[src/rtl/lrsc_pkg.sv]
package lrsc_pkg;
  localparam int CAUSE_W = 4;

  typedef enum logic [1:0] {
    W_BYTE   = 2'd0,
    W_HALF   = 2'd1,
    W_WORD   = 2'd2,
    W_DOUBLE = 2'd3
  } width_e;

  typedef enum logic [0:0] {
    ST_IDLE = 1'b0,
    ST_WAIT = 1'b1
  } state_e;

  localparam logic [CAUSE_W-1:0] CAUSE_ILLEGAL   = 4'd2;
  localparam logic [CAUSE_W-1:0] CAUSE_LD_FAULT  = 4'd5;
  localparam logic [CAUSE_W-1:0] CAUSE_MISALIGN  = 4'd6;
  localparam logic [CAUSE_W-1:0] CAUSE_ST_FAULT  = 4'd7;
endpackage

[src/rtl/lrsc_align.sv]
module lrsc_align
  import lrsc_pkg::*;
#(
  parameter int XLEN = 64
) (
  input  logic [XLEN-1:0] addr_i,
  input  logic [1:0]      width_i,
  output logic            legal_o,
  output logic            aligned_o
);
  localparam int LSB_W = 3;
  logic [LSB_W-1:0] mask;

  always_comb begin
    unique case (width_i)
      W_BYTE:   mask = 3'b000;
      W_HALF:   mask = 3'b001;
      W_WORD:   mask = 3'b011;
      default:  mask = 3'b111;
    endcase
    aligned_o = (addr_i[LSB_W-1:0] & mask) == '0;
    legal_o   = width_i[1];
  end
endmodule

[src/rtl/lrsc_resv.sv]
module lrsc_resv #(
  parameter int AW = 64
) (
  input  logic          clk,
  input  logic          rst,
  input  logic          set_i,
  input  logic          clr_i,
  input  logic [AW-1:0] set_addr_i,
  input  logic [AW-1:0] probe_addr_i,
  output logic          valid_o,
  output logic          hit_o
);
  logic [AW-1:0] addr_q;

  always_ff @(posedge clk) begin
    if (rst) begin
      valid_o <= 1'b0;
      addr_q  <= '0;
    end else if (set_i) begin
      valid_o <= 1'b1;
      addr_q  <= set_addr_i;
    end else if (clr_i) begin
      valid_o <= 1'b0;
    end
  end

  assign hit_o = valid_o && (addr_q == probe_addr_i);
endmodule

[src/rtl/lrsc_unit.sv]
module lrsc_unit
  import lrsc_pkg::*;
#(
  parameter int XLEN   = 64,
  parameter int RIDX_W = 5
) (
  input  logic                clk,
  input  logic                rst,
  input  logic                start_i,
  input  logic                kind_i,
  input  logic [1:0]          width_i,
  input  logic                aq_i,
  input  logic                rl_i,
  input  logic [RIDX_W-1:0]   rd_idx_i,
  input  logic [XLEN-1:0]     rs1_val_i,
  input  logic [XLEN-1:0]     rs2_val_i,
  input  logic                xlat_fault_i,
  output logic                busy_o,
  output logic                mem_req_o,
  output logic                mem_we_o,
  output logic                mem_size8_o,
  output logic                mem_aq_o,
  output logic                mem_rl_o,
  output logic [XLEN-1:0]     mem_addr_o,
  output logic [XLEN-1:0]     mem_wdata_o,
  input  logic                mem_rsp_i,
  input  logic                mem_err_i,
  input  logic [XLEN-1:0]     mem_rdata_i,
  output logic                done_o,
  output logic                rd_we_o,
  output logic [RIDX_W-1:0]   rd_idx_o,
  output logic [XLEN-1:0]     rd_data_o,
  output logic                exc_o,
  output logic [CAUSE_W-1:0]  exc_cause_o,
  output logic [XLEN-1:0]     tval_o
);
  localparam int HALF_W = XLEN / 2;

  state_e            state_q;
  logic              op_sc;
  logic              op_dbl;
  logic [XLEN-1:0]   op_va;
  logic              legal, aligned;
  logic              resv_valid, resv_hit;
  logic              rsp_ok, resv_set, resv_clr;
  logic [XLEN-1:0]   load_val;

  lrsc_align #(.XLEN(XLEN)) u_align (
    .addr_i    (rs1_val_i),
    .width_i   (width_i),
    .legal_o   (legal),
    .aligned_o (aligned)
  );

  assign rsp_ok   = (state_q == ST_WAIT) && mem_rsp_i && !mem_err_i;
  assign resv_set = rsp_ok && !op_sc;
  assign resv_clr = rsp_ok && op_sc;

  lrsc_resv #(.AW(XLEN)) u_resv (
    .clk          (clk),
    .rst          (rst),
    .set_i        (resv_set),
    .clr_i        (resv_clr),
    .set_addr_i   (op_va),
    .probe_addr_i (rs1_val_i),
    .valid_o      (resv_valid),
    .hit_o        (resv_hit)
  );

  assign load_val = op_dbl ? mem_rdata_i
                           : {{HALF_W{mem_rdata_i[HALF_W-1]}}, mem_rdata_i[HALF_W-1:0]};
  assign busy_o   = (state_q == ST_WAIT);

  always_ff @(posedge clk) begin
    if (rst) begin
      state_q     <= ST_IDLE;
      op_sc       <= 1'b0;
      op_dbl      <= 1'b0;
      op_va       <= '0;
      mem_req_o   <= 1'b0;
      mem_we_o    <= 1'b0;
      mem_size8_o <= 1'b0;
      mem_aq_o    <= 1'b0;
      mem_rl_o    <= 1'b0;
      mem_addr_o  <= '0;
      mem_wdata_o <= '0;
      done_o      <= 1'b0;
      rd_we_o     <= 1'b0;
      rd_idx_o    <= '0;
      rd_data_o   <= '0;
      exc_o       <= 1'b0;
      exc_cause_o <= '0;
      tval_o      <= '0;
    end else begin
      done_o    <= 1'b0;
      rd_we_o   <= 1'b0;
      exc_o     <= 1'b0;
      mem_req_o <= 1'b0;
      unique case (state_q)
        ST_IDLE: begin
          if (start_i) begin
            op_sc    <= kind_i;
            op_dbl   <= (width_i == W_DOUBLE);
            op_va    <= rs1_val_i;
            rd_idx_o <= rd_idx_i;
            tval_o   <= rs1_val_i;
            if (!legal) begin
              done_o      <= 1'b1;
              exc_o       <= 1'b1;
              exc_cause_o <= CAUSE_ILLEGAL;
            end else if (!aligned) begin
              done_o      <= 1'b1;
              exc_o       <= 1'b1;
              exc_cause_o <= CAUSE_MISALIGN;
            end else if (kind_i && !resv_hit) begin
              done_o    <= 1'b1;
              rd_we_o   <= 1'b1;
              rd_data_o <= XLEN'(1);
            end else if (xlat_fault_i) begin
              done_o      <= 1'b1;
              exc_o       <= 1'b1;
              exc_cause_o <= kind_i ? CAUSE_ST_FAULT : CAUSE_LD_FAULT;
            end else begin
              mem_req_o   <= 1'b1;
              mem_we_o    <= kind_i;
              mem_size8_o <= (width_i == W_DOUBLE);
              mem_aq_o    <= aq_i;
              mem_rl_o    <= rl_i;
              mem_addr_o  <= rs1_val_i;
              mem_wdata_o <= (width_i == W_DOUBLE) ? rs2_val_i
                                                   : {{HALF_W{1'b0}}, rs2_val_i[HALF_W-1:0]};
              state_q     <= ST_WAIT;
            end
          end
        end
        ST_WAIT: begin
          if (mem_rsp_i) begin
            state_q <= ST_IDLE;
            done_o  <= 1'b1;
            if (mem_err_i) begin
              exc_o       <= 1'b1;
              exc_cause_o <= op_sc ? CAUSE_ST_FAULT : CAUSE_LD_FAULT;
            end else begin
              rd_we_o   <= 1'b1;
              rd_data_o <= op_sc ? '0 : load_val;
            end
          end
        end
        default: state_q <= ST_IDLE;
      endcase
    end
  end
endmodule

[config.mk]
export PLATFORM = sky130hd
export DESIGN_NAME = lrsc_unit
export DESIGN_NICKNAME = d
export VERILOG_FILES = /design/src/rtl/lrsc_pkg.sv /design/src/rtl/lrsc_align.sv /design/src/rtl/lrsc_resv.sv /design/src/rtl/lrsc_unit.sv
export SDC_FILE = /design/constraint.sdc
export NUM_CORES = 1
export LEC_CHECK = 0
export BUFFER_PORTS_ARGS = -buffer_cell sky130_fd_sc_hd__buf_2
export CORE_ASPECT_RATIO = 1.75
export CORE_MARGIN = 5
export CORE_UTILIZATION = 35
export CTS_BUF_LIST = sky130_fd_sc_hd__clkbuf_16
export DETAILED_ROUTE_END_ITERATION = 6
export SYNTH_ARGS = -nofsm -noshare
export SYNTH_HDL_FRONTEND = slang
export SYNTH_SLANG_ARGS = --single-unit
[constraint.sdc]
create_clock -name clk -period 6.2 [get_ports clk]
set_input_delay 0.62 -clock clk [delete_from_list [all_inputs] [get_ports clk]]
set_output_delay 0.62 -clock clk [all_outputs]
set_load 0.01 [all_outputs]
==> summary.md <==
| Metric | Value |
|---|---|
| Status | `finished clean` |
| Setup CP Type | `flip-flop to flip-flop` |
| First-pass GRT wire length | `a little over 70000 µm` |
| Max incr delay on CP | `950 ps` |
| Compound-Gate Fraction of Synth Area | `12.5%` |
| Slew headroom | `around 17%` |
| Simple-gate share of the synthesized area | `26.6%` |
| Fin crit share | `around 58%` |
| Residual DRC | `0` |
| Worst-skew pair later-pin latency | `about 520 ps` |
| Share of the synthesized area in the top cell type | `48.5%` |
| Critical path's top delay family | `simple AND/OR/NAND/NOR gates` |
| Area of the die | `~44000 µm²` |
| Post-CTS sizing | `0` |
| Die H | `about 270 µm` |
| Post-Syn Area per Cell | `~8.5 µm²` |
| Max rail drop VDD | `approximately 0.17 mV` |
| Power Density | `approximately 270 nW/µm²` |
| Tmin final | `between 3000 and 4000 ps` |
| Initial antenna violation count | `4` |
| RSZ-0062 raised after global routing | `no` |
| Post-synthesis xor/xnor area fraction | `roughly 2.7%` |
| Post-synth ARST share | `0%` |
| Main combinational cell family by area after synthesis | `simple AND/OR/NAND/NOR gates` |
| Hold Vio Cnt, Final | `0` |
| Prevailing post-synth register cell | `dfxtp_1` |
| Initial Util | `a little over a third` |
| CTS Buf Count | `34` |
| Routed wire per std cell | `roughly 19 µm` |
| CP bufs+invs | `1` |
| Crit Path Max Fanout | `73` |
| Mapped Nets | `around 1.9k` |
| Critical path endpoint category | `flip-flop` |
| DRT antenna net count | `0` |
| Post-synth EDFFs | `0` |
| Overall power | `4.76 mW` |
| Seq cells post-synth | `between 300 and 400` |
| Filler cells | `~4k` |
| # rows | `just under 100` |
| Post-DP HPWL | `between 30000 and 40000 µm` |
| Post-synthesis mux area share | `between 4 and 5%` |
| Sum of negative setup slack | `0 ps` |
| Critical-path top delay cell | `o31ai_4` |
| # H-tree levels | `2` |
| Area Growth Syn to Fin | `26.8%` |
| Layout cells sized above 1 | `28.8%` |
| Die Width | `approximately 160 µm` |
| CTS tree | `built` |
| IO Pins | `~480` |
| Final setup vio count | `0` |
| Yosys top cell by area | `dfxtp_1` |
| GRT overflow | `0` |
| Sequential-to-total area share from yosys stat | `48.5%` |
| CTS root buf | `clkbuf_16` |
| Crit path cell chain | `nand2b_4, or3_1, o31ai_4, buf_4, or3b_2, o31ai_1` |
| Total of max-cap violations | `0` |
| Most frequent cells after synthesis | `dfxtp_1, nand2_1, nand2b_1, a21oi_1, clkbuf_1` |
| Core Area | `between 30000 and 40000 µm²` |
| Buffers on Ports | `480` |
| Synth area leaders | `dfxtp_1, nand2_1, nand2b_1` |
| Startpoint types | `flip-flop` |
| Post-CTS Setup Repair Bufs | `0` |
| Final max-slew violation count | `0` |
| Max clock buf depth | `3` |
| Via density | `4.94` |
| Worst Hold Class | `input port to flip-flop` |
| Syn Std Cell Area | `~14000 µm²` |
| Largest net degree at the start of global routing | `261` |
| Worst Path Required | `between 6000 and 7000 ps` |
| Cells after synthesis | `around 1.6k` |
| Post-CTS Hold Buffers | `0` |
| Synth cell types | `43` |
| GPL Wtd Cong | `between 0.8 and 0.9` |
| Slew @ Worst Pin | `between 1000 and 1500 ps` |
| Adder-cell share of the synthesized area | `0%` |
| Max Freq | `~280 MHz` |
| Drt pass-1 iters | `6` |
| YS warnings | `0` |
| Static leakage | `between 7 and 8 nW` |
| Via Count | `12.7k` |
| Critical path data arrival time | `between 3000 and 4000 ps` |
| Final WL | `slightly below 50000 µm` |
| Nets | `approximately 2.3k` |
| Reg clk slew, reported paths | `roughly 70 ps` |
| DRT iter0 DRCs | `between 800 and 900` |
| Top-count cell post-synth | `dfxtp_1` |
| Gr usage total | `20.7%` |
| Final setup skew | `~20 ps` |
| CTS sink count | `340` |
| Vias in the first global route | `about 12k` |
## area by class of cell
cell class | count | area (µm²) | area share (%)
timing repair buffer | 493 | 2530 | 14.2
inverter | 19 | 71.3 | 0.401
sequential | 340 | 6810 | 38.2
clock inverter | 25 | 251 | 1.41
clock buffer | 37 | 926 | 5.20
multi-input combinational | 1156 | 6580 | 37.0
tap | 495 | 619 | 3.48
antenna | 3 | 7.51 | 0.0422
## cell families (layout without fill, tap and decap cells)
group                  count (synthesis)  after routing
AO/OA/AOI/OAI                        328            328
XOR/XNOR                              43             43
buffers and inverters                151            574
flip-flops                           340            340
multiplexers                          64             64
other                                  1              4
AND/OR/NAND/NOR                      720            720
## power breakdown
group / internal, mW / switching [mW] / leakage [nW]
logic: 0.137 / 0.202 / 4.10
clock network: 1.29 / 0.893 / 0.593
registers: 2.22 / 0.0240 / 2.75
total: 3.64 / 1.12 / 7.44
## metal layers
metal / up-vias / track usage (%) / wire, µm
li1: 6262 / - / -
met1: 5865 / 22.9 / 18200
met2: 450 / 37.7 / 25300
met3: 99 / 4.54 / 3290
met4: 2 / 9.01 / 2050
met5: - / 0 / 13
## per-stage QoR
| step | utilization (%) | std cells | hold slack [ps] | setup slack [ps] | area, µm² |
|---|---|---|---|---|---|
| 4_1_cts | 44.7 | 2565 | 296 | 2510 | 17800 |
| 5_1_grt | 44.7 | 2566 | 321 | 2320 | 17800 |
| 3_3_place_gp | 41.7 | 2503 | 442 | 2080 | 16600 |
| 2_1_floorplan | - | 1647 | 436 | 3710 | 14000 |
| 6_report | 44.7 | 2568 | 324 | 2580 | 17800 |
| 3_5_place_dp | 41.7 | 2503 | 448 | 2120 | 16600 |
## path summary, 6_finish.rpt
kind                            cells past startpoint  slack [ps]           from              end
worst max-delay path                                6        2580         busy_o   mem_addr_o[35]
worst min-delay path                                3         320  rs2_val_i[42]  mem_wdata_o[42]
worst max register to register                      6        2580         busy_o   mem_addr_o[35]
worst min register to register                      2         460    rd_idx_o[3]      rd_idx_o[3]
## tightest hold or removal path, delay by kind of cell
kind	cells	cell delay, ps
and+or+nand+nor	1	50
buffers and inverters	1	80
AOI/OAI and AO/OA	1	60
## state kept, by name, indices dropped and copies added, names as in the netlist, 3 cells and up
register	flops
exc_cause_o	3
rd_idx_o	5
mem_wdata_o	64
op_va	64
mem_addr_o	64
rd_data_o	64
u_resv.addr_q	64
## layout by cell type (no fill, tap or decap), drive strengths merged, types with 8 or more instances in the layout
master,Yosys,final
nand3b,89,89
mux2i,31,31
o31ai,9,9
dfxtp,340,340
nand2,304,304
nand4,11,11
buf,32,493
clkbuf,100,37
o21ai,124,124
mux2,33,33
nand2b,175,175
inv,19,26
clkinv,0,9
xnor2,39,39
a21oi,170,170
nand3,35,35
nor2,42,42
or3b,8,8
nor2b,41,41
No activity file was read; power rests on OpenSTA's default activity.
